`src/rtl/lirq_pkg.sv`:
```
package lirq_pkg;
    localparam int DW = 32;
    localparam logic [DW-1:0] SRC_MASK  = 32'h0000_0087;
    localparam logic [DW-1:0] POL_MASK  = 32'h0000_0018;
    localparam logic [DW-1:0] GLB_MASK  = 32'h8000_0000;
    localparam logic [DW-1:0] EN_WMASK  = SRC_MASK | POL_MASK | GLB_MASK;
    localparam logic [DW-1:0] EN_RESET  = 32'h0000_0008;
    localparam logic [DW-1:0] CAP_WORD  = SRC_MASK | 32'h0000_0010;
    localparam logic [1:0]    POL_LOW   = 2'b01;

    typedef enum logic [1:0] {
        SEL_ENABLE = 2'd0,
        SEL_STATUS = 2'd1,
        SEL_VECTOR = 2'd2,
        SEL_CAPS   = 2'd3
    } reg_sel_e;

    typedef struct packed {
        logic [DW-1:0] en;
        logic [DW-1:0] st;
    } slot_t;

    // four event sources onto their status bit positions 0,1,2,7
    function automatic logic [DW-1:0] src_to_bits(input logic [3:0] s);
        return {24'd0, s[3], 4'd0, s[2], s[1], s[0]};
    endfunction
endpackage

```
`src/rtl/lirq_slot.sv`:
```
module lirq_slot
    import lirq_pkg::*;
(
    input  logic          clk,
    input  logic          rst_n,
    input  logic          wr_en_i,
    input  logic          wr_st_i,
    input  logic [DW-1:0] wr_data_i,
    input  logic [DW-1:0] evt_i,
    output logic [DW-1:0] en_o,
    output logic [DW-1:0] st_o,
    output logic          raise_o,
    output logic          drop_o
);
    slot_t         slot_d, slot_q;
    logic [DW-1:0] set_bits;
    logic [DW-1:0] clr_bits;

    always_comb begin
        slot_d   = slot_q;
        set_bits = evt_i & slot_q.en & SRC_MASK & {DW{slot_q.en[DW-1]}};
        clr_bits = wr_st_i ? (wr_data_i & SRC_MASK) : '0;
        if (wr_en_i) begin
            slot_d.en = wr_data_i & EN_WMASK;
        end
        // clear first, then events: a same-cycle event wins
        slot_d.st = (slot_q.st & ~clr_bits) | set_bits;
        raise_o   = |set_bits;
        drop_o    = (|clr_bits) && (|slot_q.st) && (slot_d.st == '0);
    end

    always_ff @(posedge clk or negedge rst_n) begin
        if (!rst_n) begin
            slot_q.en <= EN_RESET;
            slot_q.st <= '0;
        end else begin
            slot_q <= slot_d;
        end
    end

    assign en_o = slot_q.en;
    assign st_o = slot_q.st;
endmodule

```
`src/rtl/lirq_line.sv`:
```
module lirq_line (
    input  logic clk,
    input  logic rst_n,
    input  logic raise_i,
    input  logic drop_i,
    input  logic pol_low_i,
    output logic line_o,
    output logic pin_o
);
    logic line_d, line_q;

    always_comb begin
        line_d = line_q;
        if (drop_i) line_d = 1'b0;
        if (raise_i) line_d = 1'b1;
    end

    always_ff @(posedge clk or negedge rst_n) begin
        if (!rst_n) line_q <= 1'b0;
        else        line_q <= line_d;
    end

    assign line_o = line_q;
    assign pin_o  = pol_low_i ? ~line_q : line_q;
endmodule

```
`src/rtl/lirq_rdmux.sv`:
```
module lirq_rdmux
    import lirq_pkg::*;
#(
    parameter int NUM_LOC = 5,
    parameter int LOC_W   = 3,
    parameter int IRQ_NUM = 11
) (
    input  logic [NUM_LOC-1:0][DW-1:0] en_all,
    input  logic [NUM_LOC-1:0][DW-1:0] st_all,
    input  logic [1:0]                 rd_sel,
    input  logic [LOC_W-1:0]           rd_loc,
    output logic [DW-1:0]              rd_data
);
    localparam logic [DW-1:0] VEC_WORD = DW'(IRQ_NUM & 15);

    logic [DW-1:0] en_pick, st_pick;

    always_comb begin
        en_pick = '0;
        st_pick = '0;
        for (int i = 0; i < NUM_LOC; i++) begin
            if (rd_loc == LOC_W'(i)) begin
                en_pick = en_all[i];
                st_pick = st_all[i];
            end
        end
        case (reg_sel_e'(rd_sel))
            SEL_ENABLE: rd_data = en_pick;
            SEL_STATUS: rd_data = st_pick;
            SEL_VECTOR: rd_data = VEC_WORD;
            default:    rd_data = CAP_WORD;
        endcase
    end
endmodule

```
`src/rtl/lirq_unit.sv`:
```
module lirq_unit
    import lirq_pkg::*;
#(
    parameter int NUM_LOC = 5,
    parameter int LOC_W   = 3,
    parameter int IRQ_NUM = 11
) (
    input  logic             clk,
    input  logic             rst_n,
    input  logic             active_valid,
    input  logic [LOC_W-1:0] active_loc,
    input  logic             wr_en,
    input  logic [1:0]       wr_sel,
    input  logic [LOC_W-1:0] wr_loc,
    input  logic [31:0]      wr_data,
    input  logic [1:0]       rd_sel,
    input  logic [LOC_W-1:0] rd_loc,
    output logic [31:0]      rd_data,
    input  logic             evt_valid,
    input  logic [LOC_W-1:0] evt_loc,
    input  logic [3:0]       evt_src,
    output logic             irq_line,
    output logic             irq_pin
);
    logic [NUM_LOC-1:0][DW-1:0] en_all;
    logic [NUM_LOC-1:0][DW-1:0] st_all;
    logic [NUM_LOC-1:0]         raise_vec;
    logic [NUM_LOC-1:0]         drop_vec;
    logic                       wr_owner;
    logic                       pol_low;
    logic [DW-1:0]              evt_bits;

    assign wr_owner = wr_en && active_valid && (active_loc == wr_loc);
    assign evt_bits = src_to_bits(evt_src);

    for (genvar g = 0; g < NUM_LOC; g++) begin : g_slot
        logic here_wr;
        assign here_wr = wr_owner && (wr_loc == LOC_W'(g));
        lirq_slot u_slot (
            .clk      (clk),
            .rst_n    (rst_n),
            .wr_en_i  (here_wr && (wr_sel == SEL_ENABLE)),
            .wr_st_i  (here_wr && (wr_sel == SEL_STATUS)),
            .wr_data_i(wr_data),
            .evt_i    ((evt_valid && evt_loc == LOC_W'(g)) ? evt_bits : '0),
            .en_o     (en_all[g]),
            .st_o     (st_all[g]),
            .raise_o  (raise_vec[g]),
            .drop_o   (drop_vec[g])
        );
    end

    always_comb begin
        pol_low = 1'b1;
        for (int i = 0; i < NUM_LOC; i++) begin
            if (active_valid && active_loc == LOC_W'(i)) begin
                pol_low = (en_all[i][4:3] == POL_LOW);
            end
        end
    end

    lirq_line u_line (
        .clk      (clk),
        .rst_n    (rst_n),
        .raise_i  (|raise_vec),
        .drop_i   (|drop_vec),
        .pol_low_i(pol_low),
        .line_o   (irq_line),
        .pin_o    (irq_pin)
    );

    lirq_rdmux #(.NUM_LOC(NUM_LOC), .LOC_W(LOC_W), .IRQ_NUM(IRQ_NUM)) u_rd (
        .en_all (en_all),
        .st_all (st_all),
        .rd_sel (rd_sel),
        .rd_loc (rd_loc),
        .rd_data(rd_data)
    );
endmodule

```
`config.mk`:
```
export PLATFORM = sky130hd
export DESIGN_NAME = lirq_unit
export DESIGN_NICKNAME = d
export VERILOG_FILES = /design/src/rtl/lirq_pkg.sv /design/src/rtl/lirq_slot.sv /design/src/rtl/lirq_line.sv /design/src/rtl/lirq_rdmux.sv /design/src/rtl/lirq_unit.sv
export SDC_FILE = /design/constraint.sdc
export NUM_CORES = 1
export LEC_CHECK = 0
export CAP_MARGIN = 30
export CORE_MARGIN = 3
export CORE_UTILIZATION = 50
export DETAILED_ROUTE_END_ITERATION = 8
export PLACE_DENSITY = 0.81
export SYNTH_ARGS = -nofsm -noshare
export SYNTH_HDL_FRONTEND = slang
export SYNTH_SLANG_ARGS = --single-unit
```
`constraint.sdc`:
```
create_clock -name clk -period 5 [get_ports clk]
set_input_delay 1.5 -clock clk [delete_from_list [all_inputs] [get_ports clk]]
set_output_delay 1.5 -clock clk [all_outputs]
set_load 0.02 [all_outputs]
```
==> impl.org, run 1 <==
** Global routing
- Across every metal layer, demand over resource in global routing totals 24.6%.
- The number of antenna violations at the first check in global routing was 0.
- Global route total overflow :: 0
- Entering global routing, the biggest net connects 36 pins.
- Wire length of the first global-routing pass :: between 15 and 20 mm
- Via count of the first global-routing pass :: 3118

** Finish
- Share of post-route cells with drive strength above 1 :: about a fifth
- Compared with the post-synthesis result, the final layout area differs by 15.3%.
- After the last flow step, the layout net total stands at 464.
- Post-route cell area :: 4150 sq um
- Diode count :: 0
- FILL cells :: 580
- Non-filler instance count after layout :: 500
- Final core utilization :: 60.1%

** Timing
- The count of final max-slew check failures was 0.
- Tightest hold margin :: 0.554 ns
- Of the available clock period, the critical path in the final layout requires 99.6%.
- At the pin with the least slew margin, the transition time is 0.745 ns.
- Count of final setup violators :: 0
- Min Clock Period, post-route :: 4.98 ns
- The number of endpoints with negative hold slack in the final report was 0.
- Unrepaired setup endpoints after global routing :: no
- Sum Neg Setup Slack :: 0 ns
- Tightest slew margin relative to the limit :: between 50% and 60%
- Top achievable clock speed :: 0.201 GHz
- Between clock sinks in the finished design, the worst skew comes to 0.00944 ns.
- Final setup margin :: approximately 0.021 ns

** Critical path
- At the worst endpoint, the required time is 3.50 ns.
- Slowest cell on the critical path :: clkdlybuf4s50_1
- Kind of start point of the critical path :: input port
- STA classifies the critical path endpoint as an output port.
- Worst path buffer plus inverter count :: 3
- The critical path is of the in2out type.
- List of cells traversed by the critical path :: clkdlybuf4s50_1, buf_12, mux4_2, a22o_1, a22oi_1, nand2_1, dlygate4sd2_1
- In this run the worst path has a maximum fanout of 10.
- Reg-to-reg setup timing slack :: 3.23 ns
- Top delay family on crit path :: buffers and inverters
- Arrival time at the worst endpoint :: approximately 3.5 ns
- In this design, the stage delay of the slowest critical-path cell is 0.52 ns.

** Yosys
- The cell count after synthesis came out at 358.
- Yosys printed 0 warnings.
- Syn avg cell area :: 10.1 sq um
- EDFF count, synth :: 0
- Synthesis instantiated 60 different standard cells from the library.
- The cell area that synthesis handed to floorplanning was 3600 sq um.
- Of all flip-flops after synthesis, the portion carrying an async set or reset was 100%.
- Total of flip-flops plus latches after synthesis :: 56
- In the synthesized netlist the dominant register cell turns out to be dfrtp_1.
- Sequential elements use 39.1% of the synthesized area.

** Clocking
- Clock root buffer :: clkbuf_8
- Clock latency reported for the late side of the worst-skew pair :: 0.32 ns
- TritonCTS created 5 clock buffers.
- H-tree lvl count :: 2
- The longest clock path from root to sink contains 2 buffers.
- Clock slew at reported path FFs :: 0.10 ns
- CTS sink count :: 56
- TritonCTS built the clock tree.

** Routing
- In this run, the number of DRC markers left after iteration 0 of detailed routing was 417.
- Detail Route Antenna Nets :: 0
- Detail-routed via count per cell :: 6.20
- The pre-antenna-repair detailed-routing pass consisted of 5 iterations.
- After detailed routing, the number of remaining DRC violations is 0.
- In the final routed layout, each cell accounts on average for 20.0 um.
- Via count :: approximately 3.1k
- Total detailed-routing wirelength :: 10.0 mm

** Power
- Switching pwr :: 0.265 mW
- Across the VDD grid, the largest voltage drop is between 0.0001 and 0.00015 V.
- Summed over all cells, the static leakage comes to around 1.8 nW.
- Internal power comes to 0.623 mW.
- Share of total power in the clock network :: 30.1%
- Sequential fraction of design power :: 53.0%
- Switch share :: ~30%
- Combinational cells account for 16.8% of the total power.
- Post-layout power :: 0.887 mW
- Dividing total power by cell area gives a power density of 214 nW/um^2.

** Floorplanning
- Placement Rows :: 30
- The die is 90.9 um tall.
- I/O Pins :: 91
- Core Region :: 6910 sq um
- The initial utilization of the core area, before any placement, comes to 52.1%.
- Die width :: 90.9 um
- The floorplan step defined a die boundary enclosing 8260 sq um.

** Placed design
- Placed instance count :: 492
- Final GP Congestion :: 1.02
- In this run the cell area measured after placement is 4070 sq um.
- During placement, the flow inserted port buffers numbering 40.
- Detailed placement HPWL :: 7.59 mm
- Setup slack at placement :: -0.218 ns

** Min path
- Hold/Removal Path Class :: reg2reg

** Outcome
- The flow ran to the end, and the final reports show no timing, DRC or antenna violations.

** Flow run
- Max-cap violations :: 0
[logic make-up (layout without fill, tap and decap cells)]
kind of cell / count (synthesis) / in the layout / share of synthesized area (%)
buffers and inverters: 50 / 72 / 8.20
AO/OA/AOI/OAI: 80 / 80 / 16.4
other: 1 / 25 / 0.104
AND/OR/NAND/NOR: 127 / 127 / 19.6
adder cells (fa/ha/maj): 4 / 4 / 1.39
multiplexers: 39 / 39 / 15.0
XOR/XNOR: 1 / 1 / 0.243
flip-flops: 56 / 56 / 39.1
[routing by layer]
layer	global-route usage, %	wire, um	part of all wire [%]	vias up
met4	9.80	320	3.2	0
met5	0	0	0	-
met1	32.0	4060	41	1512
li1	-	-	-	1382
met3	5.00	857	8.6	27
met2	40.3	4770	48	180
[sequential cells by signal (all words and copies together) (netlist names)]
| register | flops |
|---|---|
| g_slot.u_slot.en_o | 35 |
| g_slot.u_slot.st_o | 20 |
| u_line.line_o | 1 |
[power groups by stage]
| stage | clock network [mW] | registers, mW | logic, mW |
|---|---|---|---|
| 2_1_floorplan | 0 | 0.476 | 0.0919 |
| 3_3_place_gp | 0 | 0.479 | 0.147 |
| 3_5_place_dp | 0 | 0.479 | 0.150 |
| 4_1_cts | 0.268 | 0.470 | 0.148 |
| 5_1_grt | 0.289 | 0.472 | 0.160 |
| 6_report | 0.267 | 0.471 | 0.149 |
[cells in the final DEF, fill, tap and decap left out, types with 5 or more instances in the layout]
| cell type | instances |
|---|---|
| nand3_1 | 5 |
| nand4_1 | 8 |
| clkdlybuf4s50_1 | 31 |
| a32o_1 | 6 |
| dfrtp_1 | 51 |
| clkbuf_8 | 5 |
| mux2_2 | 30 |
| nor2_1 | 11 |
| conb_1 | 25 |
| inv_1 | 10 |
| nor2b_1 | 12 |
| dfstp_2 | 5 |
| a21oi_1 | 5 |
| a22oi_1 | 6 |
| o21ai_0 | 19 |
| nor3_1 | 7 |
| a22o_1 | 10 |
| o2bb2ai_1 | 6 |
| buf_4 | 13 |
| nand2_1 | 53 |
| mux4_2 | 9 |
[timing repair]
action | CTS | global route
resized for setup | 8 | 8
endpoints found under the setup margin | 7 | 6
setup buffers | 0 | 0
hold buffers | 0 | 0
[final cells by class]
| type | count | area (sq um) | area share, % |
|---|---|---|---|
| Inverter | 10 | 37.5 | 0.904 |
| Timing Repair Buffer | 54 | 503 | 12.1 |
| Multi-Input combinational cell | 276 | 1990 | 47.9 |
| Tap cell | 96 | 120 | 2.89 |
| Sequential cell | 56 | 1410 | 33.9 |
| Clock buffer | 5 | 68.8 | 1.66 |
| Clock inverter | 3 | 26.3 | 0.633 |
[worst reg2reg max path, stage by stage, from the launching register on]
cell and delay, ns:
dfrtp_1 0.44, and3b_1 0.24, and2_1 0.20, a22o_1 0.24, a2111oi_0 0.40, o31ai_1 0.12
[synthesized netlist by cell type (2+ instances only)]
library cell / number / share of area, %
nand2_1: 53 / 5.5
dfrtp_1: 51 / 35
mux2_2: 30 / 9.4
buf_4: 25 / 5.2
o21ai_0: 20 / 2.8
nor2b_1: 12 / 2.1
nor2_1: 11 / 1.1
a22o_1: 10 / 2.4
inv_1: 10 / 1.0
clkbuf_1: 9 / 0.94
mux4_2: 9 / 5.6
nand4_1: 8 / 1.4
nor3_1: 7 / 0.97
a22oi_1: 6 / 1.3
a32o_1: 6 / 1.7
o2bb2ai_1: 6 / 1.5
a21oi_1: 5 / 0.69
dfstp_2: 5 / 3.6
nand3_1: 5 / 0.69
buf_2: 4 / 0.56
ha_1: 4 / 1.4
nor4_1: 4 / 0.69
a2111oi_0: 3 / 0.73
a211o_1: 3 / 0.73
a221oi_1: 3 / 0.73
and2_1: 3 / 0.52
nand2b_1: 3 / 0.52
o2111ai_1: 3 / 0.73
a211oi_1: 2 / 0.42
a21o_1: 2 / 0.42
a31oi_1: 2 / 0.35
and3_1: 2 / 0.35
and4_1: 2 / 0.49
nor4_4: 2 / 1.2
o211ai_1: 2 / 0.42
or4_1: 2 / 0.42
[final timing paths]
| kind | startpoint | endpoint | cells after the start |
|---|---|---|---|
| worst max-delay path | rd_loc[0] | rd_data[1] | 7 |
| worst min-delay path | g_slot[4].u_slot.en_o[4] | g_slot[4].u_slot.en_o[4] | 1 |
| worst max register to register | g_slot[4].u_slot.en_o[31] | u_line.line_o | 5 |
| worst min register to register | g_slot[4].u_slot.en_o[4] | g_slot[4].u_slot.en_o[4] | 1 |
| max in group asynchronous | rst_n | g_slot[4].u_slot.en_o[3] | 2 |
| min in group asynchronous | rst_n | g_slot[1].u_slot.st_o[2] | 1 |
Note: power is estimated with default switching activity, not from simulation.
==> inputs of run 2 (changes only) <==
--- a/config.mk
+++ b/config.mk
@@ -6,6 +6,7 @@
 export NUM_CORES = 1
 export LEC_CHECK = 0
 export CAP_MARGIN = 30
+export CORE_ASPECT_RATIO = 1.1
 export CORE_MARGIN = 3
 export CORE_UTILIZATION = 50
 export DETAILED_ROUTE_END_ITERATION = 8
==> run 2 against run 1 <==
  * Setup slack better by 0.051 ns
  * Worst hold slack worse by 0.017 ns
  * Largest power group unchanged
  * Power up 5.5%
  * Highest routed layer unchanged
  * Register-to-register slack worse by 0.04 ns
  * First-iteration DRC count up 17%
  * Sequential share of layout area down 0.24 points
  * Die area about the same
  * Wire length down 0.77%
  * Non-clock buffer count down 1
  * Critical endpoint is now rd_data[4]
  * Largest cell class unchanged
  * Via count up 1.7%
==> impl.org, run 2 (synthesis results as in run 1) <==
** Global routing
- The number of global-route vias before repair came to between 3k and 4k.
- For this run, the total global-route usage over all layers was measured as 25.5%.
- Entering global routing, the biggest net connects 41 pins.
- Global route total overflow :: 0
- The number of antenna violations at the first check in global routing is 0.
- Wire length of the first global-routing pass :: 16.0 mm

** Placed design
- Detailed placement finished with a half-perimeter wire length of 7.51 mm.
- Placement-stage cell area :: 4070 sq um
- Final GP Congestion :: approximately 0.97
- Port buffering added 40 buffers.
- At the placement stage, the worst setup path has a slack of -0.233 ns.

** Floorplanning
- I/O Pins :: 91
- The core region is 6790 sq um.
- Placement Rows :: 31
- Die Span Y :: approximately 95 um
- Die area :: 8260 sq um
- The die is 86.9 um wide.
- Initial standard-cell utilization of the core :: 53.1%

** Timing
- The number of endpoints with negative hold slack in the final report was 0.
- Count of final setup violators :: 0
- Based on the critical path, the design can be clocked at up to 0.203 GHz.
- For the final database, setup skew stands at around 0.009 ns.
- Final count of pins violating max slew :: 0
- Unrepaired setup endpoints after global routing :: no
- Measured slew at the worst slew-check pin :: 0.896 ns
- Post-route clock period utilization :: 98.6%
- Final setup margin :: 0.0713 ns
- Min Clock Period, post-route :: 4.93 ns
- Tightest slew margin relative to the limit :: 40.3%

** Min path
- Hold/Removal Path Class :: reg2reg
- The startpoint identified for the worst hold timing path is g_slot[4].u_slot.st_o[7].
- Hold-critical path depth :: 1
- For hold timing, the worst endpoint is g_slot[4].u_slot.st_o[7].

** Critical path
- The worst register-to-register path has a setup slack of 3.19 ns.
- Required @ worst endpoint :: approximately 3.5 ns
- CP Class :: in2out
- R2R cell count :: 5
- Top fanout value on the critical path :: 12
- Kind of start point of the critical path :: input port
- Destination of the worst register-to-register timing path :: u_line.line_o
- Arrival time at the worst endpoint :: 3.43 ns
- The worst register-to-register path begins at g_slot[4].u_slot.en_o[31].
- STA classifies the critical path endpoint as an output port.

** Routing
- In the final routed layout, each cell accounts on average for 20.5 um.
- Total detailed-routing wirelength :: 9.94 mm
- For this run, design rule violations remaining after detail routing come to 0.
- Via count :: about 3.2k
- Detail-routed via count per cell :: 6.50
- First-pass iteration count of the detailed router :: 8
- For this block, the initial DRC count from the detailed router was 487.
- The detail route stage leaves a number of antenna-violating nets equal to 0.

** Power
- Of the total power, combinational logic draws 16.2%.
- In this run switching power makes up around 28% of total power.
- Across the VDD grid, the largest voltage drop is 0.000191 V.
- For this design the total switching power over the nets is 0.260 mW.
- In this run the power density over the cells is 224 nW/um^2.
- Share of total power in the clock network :: between 30% and 40%
- Leak :: 1.81 nW
- Sequential fraction of design power :: 50.3%
- Internal power summed over all cells :: 0.676 mW

** Clocking
- CTS sink count :: 56
- Clock slew at reported path FFs :: 0.10 ns
- The clock reaches the later pin of the worst-skew pair after 0.32 ns.
- Clock root buffer :: clkbuf_8
- H-tree lvl count :: 2
- Clock tree from TritonCTS :: done
- Clock tree synthesis inserted a total of 5 buffers.
- Once the clock tree was built, the setup fixing pass inserted 0 buffers.
- In this run the deepest clock path goes through 2 buffers.

** Finish
- In the final layout, the multi-input gates occupy roughly 2000 sq um.
- Of the cells placed in the final design, the portion with a size suffix greater than 1 is 20.3%.
- Flip-flop count of the largest register, all copies and words added :: 35
- Post-route cell area :: 4180 sq um
- Sequential standard cell area :: ~1400 sq um
- Final core utilization :: 61.6%
- For this run, the post-layout net count is between 400 and 500.
- FILL cells :: 575
- Leading cell types in the layout, fill and taps excluded :: nand2_1 (53), dfrtp_1 (51), clkdlybuf4s50_1 (31)
- Most common cell after layout, fill and taps aside :: nand2_1
- Diode count :: 0
- Compared with the post-synthesis result, the final layout area differs by 16.1%.

** Outcome
- Result of the run :: completed

** Flow run
- Max-cap violations :: 0
-- run 2: cell count changes in the layout (fill, tap and decap cells not counted), sizes merged --
| cell | before | now |
|---|---|---|
| inv | 11 | 12 |
| bufinv | 0 | 1 |
| clkinvlp | 2 | 0 |
| clkbuf | 7 | 9 |
| buf | 15 | 14 |
| dlygate4sd2 | 2 | 3 |
| clkdlybuf4s15 | 3 | 0 |
-- run 2: how the worst max path moves through the flow --
stage / slack [ns] / end / start
floorplan: 0.64 / rd_data[31] / rd_loc[0]
CTS: 0.008 / rd_data[2] / rd_loc[0]
global placement: -0.20 / rd_data[2] / rd_loc[0]
finish: 0.07 / rd_data[4] / rd_loc[0]
global route: 0.006 / rd_data[3] / rd_loc[0]
detailed placement: -0.23 / rd_data[3] / rd_loc[0]
-- run 2: repair_timing --
| action | in CTS | in global routing |
|---|---|---|
| endpoints found under the setup margin | 7 | 6 |
| hold buffers | 0 | 0 |
| endpoints found under the hold margin | 0 | 0 |
| resized for setup | 9 | 10 |
-- run 2: power by group through the flow --
| stage | Sequential (mW) | Combinational, mW | Clock (mW) |
|---|---|---|---|
| after floorplan | 0.476 | 0.0919 | 0 |
| after global placement | 0.478 | 0.149 | 0 |
| after detailed placement | 0.479 | 0.152 | 0 |
| after CTS | 0.470 | 0.150 | 0.317 |
| after global routing | 0.472 | 0.163 | 0.342 |
| final | 0.471 | 0.152 | 0.314 |
-- run 2: metrics by stage --
step	power, mW	instances	setup TNS (ns)	hold WS (ns)
after detailed placement	0.630	477	-1.32	0.513
after floorplan	0.568	382	0	0.468
after CTS	0.937	485	0	0.538
final	0.936	485	0	0.538
after global routing	0.976	485	0	0.565
after global placement	0.627	477	-1.20	0.503
-- run 2: layout make-up --
class | instances | share of cell area [%]
tap | 82 | 2.45
clock inverter | 3 | 1.20
inverter | 10 | 0.898
multi-input combinational | 276 | 48.0
sequential | 56 | 33.7
clock buffer | 5 | 1.65
timing repair buffer | 53 | 12.2
-- run 2: per-layer routing --
layer,GRT usage [%],wire length [um]
met5,0,0
met4,14.8,588
met3,5.85,874
met2,41.5,4770
met1,30.7,3710
-- run 2: critical path: stages --
cell             delay [ns]
clkdlybuf4s50_1        0.50
buf_12                 0.16
buf_12                 0.12
mux4_2                 0.50
a221oi_2               0.24
a21oi_1                0.07
dlygate4sd2_1          0.33
